$ cat src/rtl/ireg_pkg.sv
package ireg_pkg;

    typedef enum logic [1:0] {
        IDX_NONE = 2'd0,
        IDX_LO   = 2'd1,
        IDX_HI   = 2'd2,
        IDX_END  = 2'd3
    } idx_state_t;

    localparam logic [7:0] RN_INIT  = 8'h21;
    localparam logic [7:0] RN_MUX1  = 8'h41;
    localparam logic [7:0] RN_MUX4  = 8'h44;
    localparam logic [7:0] RN_GX    = 8'h63;
    localparam logic [7:0] RN_GR    = 8'h64;
    localparam logic [7:0] RN_GER   = 8'h65;
    localparam logic [7:0] RN_STG   = 8'h66;
    localparam logic [7:0] RN_MODE1 = 8'h69;

    function automatic logic [1:0] reg_bytes(input logic [7:0] num);
        logic [1:0] n;
        unique case (num)
            RN_INIT, RN_MUX1, RN_MUX4, RN_MODE1: n = 2'd1;
            RN_GX, RN_GR, RN_GER, RN_STG:        n = 2'd2;
            default:                             n = 2'd0;
        endcase
        return n;
    endfunction

endpackage

$ cat src/rtl/ireg_fsm.sv
module ireg_fsm
    import ireg_pkg::*;
#(
    parameter int NUMW = 8
) (
    input  logic            clk,
    input  logic            rst_n,
    input  logic            cmd_wr,
    input  logic            data_acc,
    input  logic [NUMW-1:0] cmd_val,
    output logic [NUMW-1:0] sel_num,
    output logic            at_lo,
    output logic            at_hi
);

    idx_state_t state_q, state_d;
    logic [NUMW-1:0] num_q;

    always_comb begin
        state_d = state_q;
        if (cmd_wr) begin
            state_d = (reg_bytes(cmd_val) != 2'd0) ? IDX_LO : IDX_END;
        end else if (data_acc) begin
            unique case (state_q)
                IDX_NONE: state_d = IDX_NONE;
                IDX_LO:   state_d = (reg_bytes(num_q) == 2'd2) ? IDX_HI : IDX_END;
                IDX_HI:   state_d = IDX_END;
                IDX_END:  state_d = IDX_END;
                default:  state_d = IDX_NONE;
            endcase
        end
    end

    always_ff @(posedge clk) begin
        if (!rst_n) begin
            state_q <= IDX_NONE;
            num_q   <= '0;
        end else begin
            state_q <= state_d;
            if (cmd_wr) num_q <= cmd_val;
        end
    end

    always_comb begin
        at_lo = 1'b0;
        at_hi = 1'b0;
        unique case (state_q)
            IDX_LO:  at_lo = 1'b1;
            IDX_HI:  at_hi = 1'b1;
            default: ;
        endcase
    end

    assign sel_num = num_q;

    // without a new command, a used-up register stays used up
    a_r4_end_sticks: assert property (@(posedge clk) disable iff (!rst_n)
        (state_q == IDX_END && !cmd_wr) |=> state_q == IDX_END);

    // a command always restarts the pointer
    a_r4_cmd_restarts: assert property (@(posedge clk) disable iff (!rst_n)
        cmd_wr |=> (state_q == IDX_LO || state_q == IDX_END));

    // byte 1 is only reached straight from byte 0
    a_r3_hi_after_lo: assert property (@(posedge clk) disable iff (!rst_n)
        $rose(at_hi) |-> $past(at_lo));

endmodule

$ cat src/rtl/ireg_file.sv
module ireg_file
    import ireg_pkg::*;
#(
    parameter int DW = 8
) (
    input  logic          clk,
    input  logic          rst_n,
    input  logic          wr_lo,
    input  logic          wr_hi,
    input  logic          at_lo,
    input  logic          at_hi,
    input  logic [7:0]    num,
    input  logic [DW-1:0] wdata,
    output logic [DW-1:0] rd_byte,
    output logic [DW-1:0] init_q,
    output logic [DW-1:0] mux1_q,
    output logic [DW-1:0] mux4_q,
    output logic [DW-1:0] mode1_q,
    output logic [2*DW-1:0] gx_q,
    output logic [2*DW-1:0] gr_q,
    output logic [2*DW-1:0] ger_q,
    output logic [2*DW-1:0] stg_q
);

    localparam int WW = 2 * DW;

    logic [WW-1:0] sel_val;

    always_ff @(posedge clk) begin
        if (!rst_n) begin
            init_q  <= '0;
            mux1_q  <= '0;
            mux4_q  <= '0;
            mode1_q <= '0;
            gx_q    <= '0;
            gr_q    <= '0;
            ger_q   <= '0;
            stg_q   <= '0;
        end else if (wr_lo) begin
            unique case (num)
                RN_INIT:  init_q       <= wdata;
                RN_MUX1:  mux1_q       <= wdata;
                RN_MUX4:  mux4_q       <= wdata;
                RN_MODE1: mode1_q      <= wdata;
                RN_GX:    gx_q[DW-1:0]  <= wdata;
                RN_GR:    gr_q[DW-1:0]  <= wdata;
                RN_GER:   ger_q[DW-1:0] <= wdata;
                RN_STG:   stg_q[DW-1:0] <= wdata;
                default: ;
            endcase
        end else if (wr_hi) begin
            unique case (num)
                RN_GX:   gx_q[WW-1:DW]  <= wdata;
                RN_GR:   gr_q[WW-1:DW]  <= wdata;
                RN_GER:  ger_q[WW-1:DW] <= wdata;
                RN_STG:  stg_q[WW-1:DW] <= wdata;
                default: ;
            endcase
        end
    end

    always_comb begin
        unique case (num)
            RN_INIT:  sel_val = {{DW{1'b0}}, init_q};
            RN_MUX1:  sel_val = {{DW{1'b0}}, mux1_q};
            RN_MUX4:  sel_val = {{DW{1'b0}}, mux4_q};
            RN_MODE1: sel_val = {{DW{1'b0}}, mode1_q};
            RN_GX:    sel_val = gx_q;
            RN_GR:    sel_val = gr_q;
            RN_GER:   sel_val = ger_q;
            RN_STG:   sel_val = stg_q;
            default:  sel_val = '0;
        endcase
        if (at_lo)      rd_byte = sel_val[DW-1:0];
        else if (at_hi) rd_byte = sel_val[WW-1:DW];
        else            rd_byte = '0;
    end

    // writing the high byte keeps the low byte
    a_r3_hi_keeps_lo: assert property (@(posedge clk) disable iff (!rst_n)
        (wr_hi && num == RN_GX) |=> gx_q[DW-1:0] == $past(gx_q[DW-1:0]));

    // an unknown number never changes a held register
    a_r6_unknown_inert: assert property (@(posedge clk) disable iff (!rst_n)
        ((wr_lo || wr_hi) && reg_bytes(num) == 2'd0)
        |=> ($stable(init_q) && $stable(mux1_q) && $stable(mux4_q) && $stable(mode1_q)
             && $stable(gx_q) && $stable(gr_q) && $stable(ger_q) && $stable(stg_q)));

endmodule

$ cat src/rtl/ireg_irq.sv
module ireg_irq #(
    parameter int NSRC = 8
) (
    input  logic            clk,
    input  logic            rst_n,
    input  logic [NSRC-1:0] src,
    input  logic            clr,
    input  logic            ints_off,
    output logic [NSRC-1:0] pending,
    output logic            irq
);

    logic [NSRC-1:0] pend_q;

    always_ff @(posedge clk) begin
        if (!rst_n) pend_q <= '0;
        else        pend_q <= (clr ? '0 : pend_q) | src;
    end

    assign pending = pend_q;
    assign irq     = (|pend_q) & ~ints_off;

    // a source high in any cycle, including a clearing read, is pending afterwards
    a_r8_src_kept: assert property (@(posedge clk) disable iff (!rst_n)
        (|src) |=> ((pend_q & $past(src)) == $past(src)));

    // a read with no new source leaves nothing pending
    a_r7_read_clears: assert property (@(posedge clk) disable iff (!rst_n)
        (clr && src == '0) |=> pend_q == '0);

endmodule

$ cat src/rtl/ireg_port.sv
module ireg_port
    import ireg_pkg::*;
#(
    parameter int DW   = 8,
    parameter int AW   = 3,
    parameter int NSRC = 8
) (
    input  logic            clk,
    input  logic            rst_n,
    input  logic            bus_sel,
    input  logic            bus_wr,
    input  logic [AW-1:0]   bus_addr,
    input  logic [DW-1:0]   bus_wdata,
    output logic [DW-1:0]   bus_rdata,
    input  logic [NSRC-1:0] irq_src,
    output logic            irq_o,
    output logic [1:0]      pwr_mode,
    output logic            ints_off,
    output logic [3:0]      path_a,
    output logic [3:0]      path_b,
    output logic            bch_irq_en,
    output logic            rev_bb,
    output logic            rev_bc,
    output logic            alaw_sel,
    output logic            gx_en,
    output logic            gr_en,
    output logic            ger_en,
    output logic            stg_en,
    output logic            loop_en,
    output logic [2*DW-1:0] gain_tx,
    output logic [2*DW-1:0] gain_rx,
    output logic [2*DW-1:0] gain_er,
    output logic [2*DW-1:0] gain_st
);

    localparam logic [AW-1:0] OFS_CMD  = AW'(0);
    localparam logic [AW-1:0] OFS_DATA = AW'(1);

    logic cmd_wr, irq_rd, data_acc, data_wr, at_lo, at_hi;
    logic [7:0] sel_num;
    logic [DW-1:0] rd_byte, init_q, mux1_q, mux4_q, mode1_q;
    logic [NSRC-1:0] pending;

    assign cmd_wr   = bus_sel &  bus_wr & (bus_addr == OFS_CMD);
    assign irq_rd   = bus_sel & ~bus_wr & (bus_addr == OFS_CMD);
    assign data_acc = bus_sel & (bus_addr == OFS_DATA);
    assign data_wr  = data_acc & bus_wr;

    ireg_fsm #(.NUMW(8)) u_fsm (
        .clk(clk), .rst_n(rst_n), .cmd_wr(cmd_wr), .data_acc(data_acc),
        .cmd_val(bus_wdata[7:0]), .sel_num(sel_num), .at_lo(at_lo), .at_hi(at_hi)
    );

    ireg_file #(.DW(DW)) u_file (
        .clk(clk), .rst_n(rst_n),
        .wr_lo(data_wr & at_lo), .wr_hi(data_wr & at_hi),
        .at_lo(at_lo), .at_hi(at_hi), .num(sel_num), .wdata(bus_wdata),
        .rd_byte(rd_byte), .init_q(init_q), .mux1_q(mux1_q), .mux4_q(mux4_q),
        .mode1_q(mode1_q), .gx_q(gain_tx), .gr_q(gain_rx), .ger_q(gain_er), .stg_q(gain_st)
    );

    ireg_irq #(.NSRC(NSRC)) u_irq (
        .clk(clk), .rst_n(rst_n), .src(irq_src), .clr(irq_rd),
        .ints_off(init_q[2]), .pending(pending), .irq(irq_o)
    );

    always_comb begin
        bus_rdata = '0;
        if (irq_rd)                   bus_rdata = DW'(pending);
        else if (data_acc && !bus_wr) bus_rdata = rd_byte;
    end

    assign pwr_mode   = init_q[1:0];
    assign ints_off   = init_q[2];
    assign path_a     = mux1_q[3:0];
    assign path_b     = mux1_q[7:4];
    assign bch_irq_en = mux4_q[3];
    assign rev_bb     = mux4_q[4];
    assign rev_bc     = mux4_q[5];
    assign alaw_sel   = mode1_q[0];
    assign gx_en      = mode1_q[1];
    assign gr_en      = mode1_q[2];
    assign ger_en     = mode1_q[3];
    assign stg_en     = mode1_q[6];
    assign loop_en    = mode1_q[7];

    // a set disable bit keeps the request low
    a_r9_gated: assert property (@(posedge clk) disable iff (!rst_n)
        ints_off |-> !irq_o);

    // an unused offset changes no output
    a_r14_unused_ofs: assert property (@(posedge clk) disable iff (!rst_n)
        (bus_sel && bus_addr > OFS_DATA)
        |=> ($stable(gain_tx) && $stable(gain_rx) && $stable(gain_er) && $stable(gain_st)
             && $stable(pwr_mode) && $stable(path_a) && $stable(path_b)));

endmodule

$ cat config.mk
export PLATFORM = sky130hd
export DESIGN_NAME = ireg_port
export DESIGN_NICKNAME = d
export VERILOG_FILES = /design/src/rtl/ireg_pkg.sv /design/src/rtl/ireg_fsm.sv /design/src/rtl/ireg_file.sv /design/src/rtl/ireg_irq.sv /design/src/rtl/ireg_port.sv
export SDC_FILE = /design/constraint.sdc
export NUM_CORES = 1
export LEC_CHECK = 0
export BUFFER_PORTS_ARGS = -buffer_cell sky130_fd_sc_hd__buf_2
export CORE_MARGIN = 2
export CORE_UTILIZATION = 50
export DETAILED_ROUTE_END_ITERATION = 7
export PLACE_DENSITY_LB_ADDON = 0.25
export SLEW_MARGIN = 5
export SYNTH_ARGS = -nofsm -noshare
export SYNTH_HDL_FRONTEND = slang
export SYNTH_SLANG_ARGS = --single-unit
export TNS_END_PERCENT = 100
$ cat constraint.sdc
create_clock -name clk -period 2.5 [get_ports clk]
set_clock_uncertainty 0.15 [all_clocks]
set_input_delay 0.375 -clock clk [delete_from_list [all_inputs] [get_ports clk]]
set_output_delay 0.375 -clock clk [all_outputs]
set_load 0.01 [all_outputs]
### After elaboration in Yosys (flattened, before gate mapping)

Cells that the tools add are included.

| storage, ports and cells | value |
|---|---|
| register bits | 114 |
| bits in latches | 0 |
| bits in writable memories | 0 |
| memory bits (read-only) | 0 |
| bits of input ports | 23 |
| output and inout bits | 93 |
| memories kept | 0 |

| cells by class | value |
|---|---|
| $add $sub $neg | 0 |
| multiply operators | 0 |
| divide/modulo/power cells | 0 |
| $lt $le $gt $ge | 0 |
| eq/ne operators | 21 |
| shifts and indexed selects | 0 |
| multiplexer cells | 19 |
| bitwise operators | 13 |
| reductions and logical operators | 24 |

Operators by type and width:

| operator | number |
|---|---|
| $pmux 16 s8 | 1 |
| $eq 8x7->1 const B | 14 |
| $mux 8 | 5 |
| $eq 8x6->1 const B | 2 |
| $reduce_and 2->1 | 8 |
| $reduce_or 4->1 | 4 |
| $mux 2 | 7 |
| $reduce_and 3->1 | 4 |
| $and 1x1->1 | 9 |
| $or 8x8->8 | 1 |
| $pmux 2 s2 | 2 |
| $reduce_or 8->1 | 1 |
| $eq 2x2->1 const B | 3 |
| $pmux 2 s3 | 1 |
| $reduce_bool 2->1 | 2 |
| $eq 3x1->1 const B | 1 |
| $logic_not 3->1 | 1 |
| $mux 1 | 3 |
| $not 1->1 | 3 |
| $eq 2x1->1 const B | 1 |
| $logic_not 2->1 | 1 |
| $reduce_or 2->1 | 1 |
| $logic_and 1x1->1 | 1 |
| $logic_not 1->1 | 1 |

### Logic depth before layout (Yosys ltp)

| logic depth | value |
|---|---|
| depth in word-level cells | 11 |
| depth in mapped cells | 8 |
| mapped depth without buffers | 5 |

### Modules after synthesis

Synthesis repeated with hierarchy kept, for this count alone.

| unflattened totals | value |
|---|---|
| cells, all modules | 657 |
| area, all modules | 5,688.0 sq um |

By module, submodules not included:

| module | times used | cells an instance | area an instance (sq um) | seq. area each (sq um) |
|---|---|---|---|---|
| ireg_file | 1 | 554 | 4,712.0 | 1,921.8 |
| ireg_fsm | 1 | 50 | 508.0 | 200.2 |
| ireg_irq | 1 | 28 | 292.8 | 160.2 |
| ireg_port | 1 | 25 | 175.2 | 0.0 |

### Worst setup path before layout

Ideal clock, no wire load.

| timing path | value |
|---|---|
| path kind | in2out |
| from | input port bus_addr[2] |
| to | output port bus_rdata[5] |
| arrival | 1,723 ps |
| path slack | 252 ps |
| stages | 8 |
| path through | and4bb_1 buf_6 and4bb_2 clkbuf_1 buf_2 a32o_1 a21oi_1 o21ai_0 |

| on the way | value |
|---|---|
| cells in the longest elaborated chain, start to end | 5 |

RTL lines:

| element | RTL line | text |
|---|---|---|
| start: declaration | ireg_port.sv:12 | `input logic [AW-1:0] bus_addr,` |
| $eq 3x1->1 | ireg_port.sv:46 | `assign data_acc = bus_sel & (bus_addr == OFS_DATA);` |
| $and 1x1->1 | ireg_port.sv:46 |  |
| $logic_and 1x1->1 | ireg_port.sv:70 | `else if (data_acc && !bus_wr) bus_rdata = rd_byte;` |
| $mux 8 | ireg_port.sv:70 |  |
| $mux 8 * | ireg_port.sv:69 | `if (irq_rd) bus_rdata = DW'(pending);` |
| end: declaration | ireg_port.sv:14 | `output logic [DW-1:0] bus_rdata,` |

Mark *: on every way between the ends. The rest lies on a longest branch, timed or not.

### Worst setup path in the final report

| timing path | value |
|---|---|
| from | register u_fsm.num_q[2], in the netlist u_fsm.sel_num[2] |
| to | output port bus_rdata[4] |

| on the way | value |
|---|---|
| cells in the longest elaborated chain, start to end | 6 |

RTL lines:

| element | RTL line | text |
|---|---|---|
| start: declaration | ireg_fsm.sv:17 | `logic [NUMW-1:0] num_q;` |
| start signal: assignment | ireg_fsm.sv:40 | `if (cmd_wr) num_q <= cmd_val;` |
| $eq 8x7->1 or $eq 8x6->1 (tied branches) | ireg_file.sv:63 | `unique case (num)` |
| $pmux 16 s8 * | ireg_file.sv:63 |  |
| $mux 8 | ireg_file.sv:75 | `else if (at_hi) rd_byte = sel_val[WW-1:DW];` |
| $mux 8 * | ireg_file.sv:74 | `if (at_lo) rd_byte = sel_val[DW-1:0];` |
| $mux 8 * | ireg_port.sv:70 |  |
| $mux 8 * | ireg_port.sv:69 |  |

Marked as above.

==> metrics.cfg <==
[logic_synthesis]
synth_top_area_share_pct=42.16
yosysWarnings=0
synth_top_cell_by_area=dfxtp_1
synth_seq_area_share_pct=42.16
async_flop_share_pct=0
synth_common_cells=114 x dfxtp_1, 80 x nor2_1, 66 x nand2_1
synth.area.top_cells=dfxtp_1 42%, mux2i_1 10%, nor2_1 5.5%
ys_types=60
synth_ff_type=dfxtp_1
synth.cell_area_sq_mm=0.005413
synth_edf_count=0
synth_most_common_cell=dfxtp_1
syn_nets=651
synth_seq_cells=114
synth_cells=628
syn_avg_cell_area_sq_um=8.619

[critical_path]
critPathLaunchType=flip-flop
path_max_fanout=9
crit_arrival_ns=2.28
cp-end-kind=primary output
r2r_start=u_fsm.sel_num[5]
r2r-end=u_file.ger_q[14]
rrSetupSlack_ns=0.10
criticalPathCategory=reg -> out
r2r_cells=8
crit_required_ns=1.98

[finish]
utilization_pct=70.93
nets=789
area_growth_pct=36.50
drive_gt1_share_pct=36.20
fin_cells=915
n_antenna_cell=0

[clock_tree]
clk_latency_ns=0.52
clkTransAtPathRegs_ns=0.05
numCtsBuffers=17
tritoncts=yes
cts_buffer_depth=2
cts.sinks=114
htreeDepth=4
cts-root-buf=clkbuf_8

[global_route]
overflow=0
top_usage_layer=met2
grtUsageMet3_pct=9.765
grt_use_total_pct=32.29
grt_max_degree=53
met1_usage_pct=40.40
grt_util_met2_pct=50.76
antenna_found_initial=0
grt_pass1_vias=5398
grt_pass1_wl_um=28690

[power_and_ir_drop]
peakVddDrop_uv=518.1
powerDensity_mw_per_mm2=584.7
p_leak_nw=3.018
p_total_mw=4.320

[floorplan]
die_w_um=108.0
io_pins=116
start_util_pct=51.96
core_area_sq_mm=0.01042
num_rows=37
die_h_um=108.0
dieArea_sq_mm=0.01167

[worst_hold_path]
hold_depth=3
hold_path_class=in -> reg
min_from=bus_wdata[6]
min_to=u_file.stg_q[6]

[timing]
maxSlewViolCount=0
worstMarginPinSlew_ns=0.5532
worst_slack_ns=-0.3081
fmaxAchievable_mhz=356.1
relSlewSlack_pct=63.07
hold_viol=0
setup_viol=8
fin_crit_sh_pct=112.3
period_minus_slack_ns=2.808
rsz0062_at_grt=yes

[routing]
vias_per_cell=6.294
vias=5759
ant_nets=0
drt-total-wl_um=19200
firstDrtPassIters=6
detail_route.iter0.violations=547
drc=0
routedWlPerCell_um=20.98

[place]
place_inst=862
globalplace.congestion=0.9972
dp_hpwl_um=11830
portBuffers=115

[outcome]
failed_checks=setup timing
outcome=complete, but fails checks

[flow_run]
drv_cap=0

## metrics by stage
| stage | hold WS [ns] | TNS [ns] | area (sq um) | setup slack [ns] |
|---|---|---|---|---|
| after floorplan | 0.2849 | 0 | 5413 | 0.2520 |
| after global placement | 0.2968 | -0.1485 | 6192 | -0.05439 |
| after detailed placement | 0.3122 | -0.3777 | 6192 | -0.08679 |
| after CTS | 0.08690 | -1.770 | 7183 | -0.2365 |
| after global routing | 0.1221 | -2.555 | 7388 | -0.3716 |
| final | 0.1322 | -2.087 | 7388 | -0.3081 |
## power breakdown
part	internal [mW]	switching, mW
clock	1.46	0.836
sequential	1.83	0.0162
combinational	0.0602	0.121
total	3.35	0.973
## routing by layer
layer,vias up,part of all wire (%)
met5,-,0
met4,0,4.8
met3,89,11
met2,403,46
met1,2720,38
li1,2547,-
## layout by cell type (no fill, tap or decap), types with 3 or more instances in the layout
cell and n:
buf_2 115, dfxtp_1 106, nor2_1 78, nand2_1 64
mux2i_1 56, buf_4 40, a21oi_1 39, nand3_1 36
o21ai_0 32, a21oi_2 16, a22o_1 16, clkbuf_16 16
a22oi_1 13, nand3b_1 9, o21ai_2 8, dlygate4sd3_1 8
a32o_1 7, a31o_2 6, buf_6 6, a2111oi_4 5
clkinv_2 5, dfxtp_4 5, buf_12 4, and3b_1 3
clkbuf_8 3, clkbuf_1 3, dfxtp_2 3
## critical path, stage by stage (launching register included)
cell and delay (ns):
dfxtp_4 0.37, nor2b_1 0.14, buf_4 0.17, a22oi_1 0.29, nor2_1 0.14, a2111oi_4 0.42, o21ai_2 0.10, buf_2 0.15
## worst max-delay path by stage
stage | slack [ns] | start | endpoint | cells past startpoint
6_report | -0.31 | u_fsm.sel_num[2] | bus_rdata[4] | 7
5_1_grt | -0.37 | u_fsm.sel_num[1] | bus_rdata[0] | 8
4_1_cts | -0.24 | u_fsm.sel_num[0] | bus_rdata[0] | 7
3_5_place_dp | -0.09 | u_fsm.sel_num[3] | bus_rdata[6] | 7
3_3_place_gp | -0.05 | u_fsm.sel_num[1] | bus_rdata[5] | 8
2_1_floorplan | 0.25 | bus_addr[2] | bus_rdata[5] | 8
## cells by family (layout without fill, tap and decap cells)
kind of cell	count (synthesis)	in the layout	synth area share [%]
flip-flops	114	114	42.16
XOR/XNOR	2	2	0.3237
multiplexers	56	56	10.36
AO/OA/AOI/OAI	165	165	19.53
AND/OR/NAND/NOR	234	235	22.38
buffers and inverters	57	207	5.247
## what timing repair did
item / 4_1_cts / 5_1_grt
cloned: 0 / 1
hold buffers: 8 / 0
pin swaps: 24 / 23
endpoints found under the setup margin: 8 / 8
hold endpoints to repair: 8 / 0
setup buffers: 12 / 7
resized for setup: 80 / 32
## final cells by class
class / count / area (sq um)
sequential: 114 / 2305
clock buffer: 22 / 452.9
fill: 747 / 3028
timing repair buffer: 173 / 1104
multi-input combinational: 458 / 3241
tap: 136 / 170.2
clock inverter: 10 / 108.9
inverter: 2 / 7.507
## sequential cells by signal (all words and copies together), names as in the netlist
register        flops
u_file.mux1_q       8
u_fsm.sel_num       8
u_file.mode1_q      8
u_file.ger_q       16
u_file.stg_q       16
u_irq.pending       8
u_file.mux4_q       8
u_file.gr_q        16
u_file.init_q       8
u_file.gx_q        16
u_fsm.state_q       2
(Power assumes the default switching activity.)
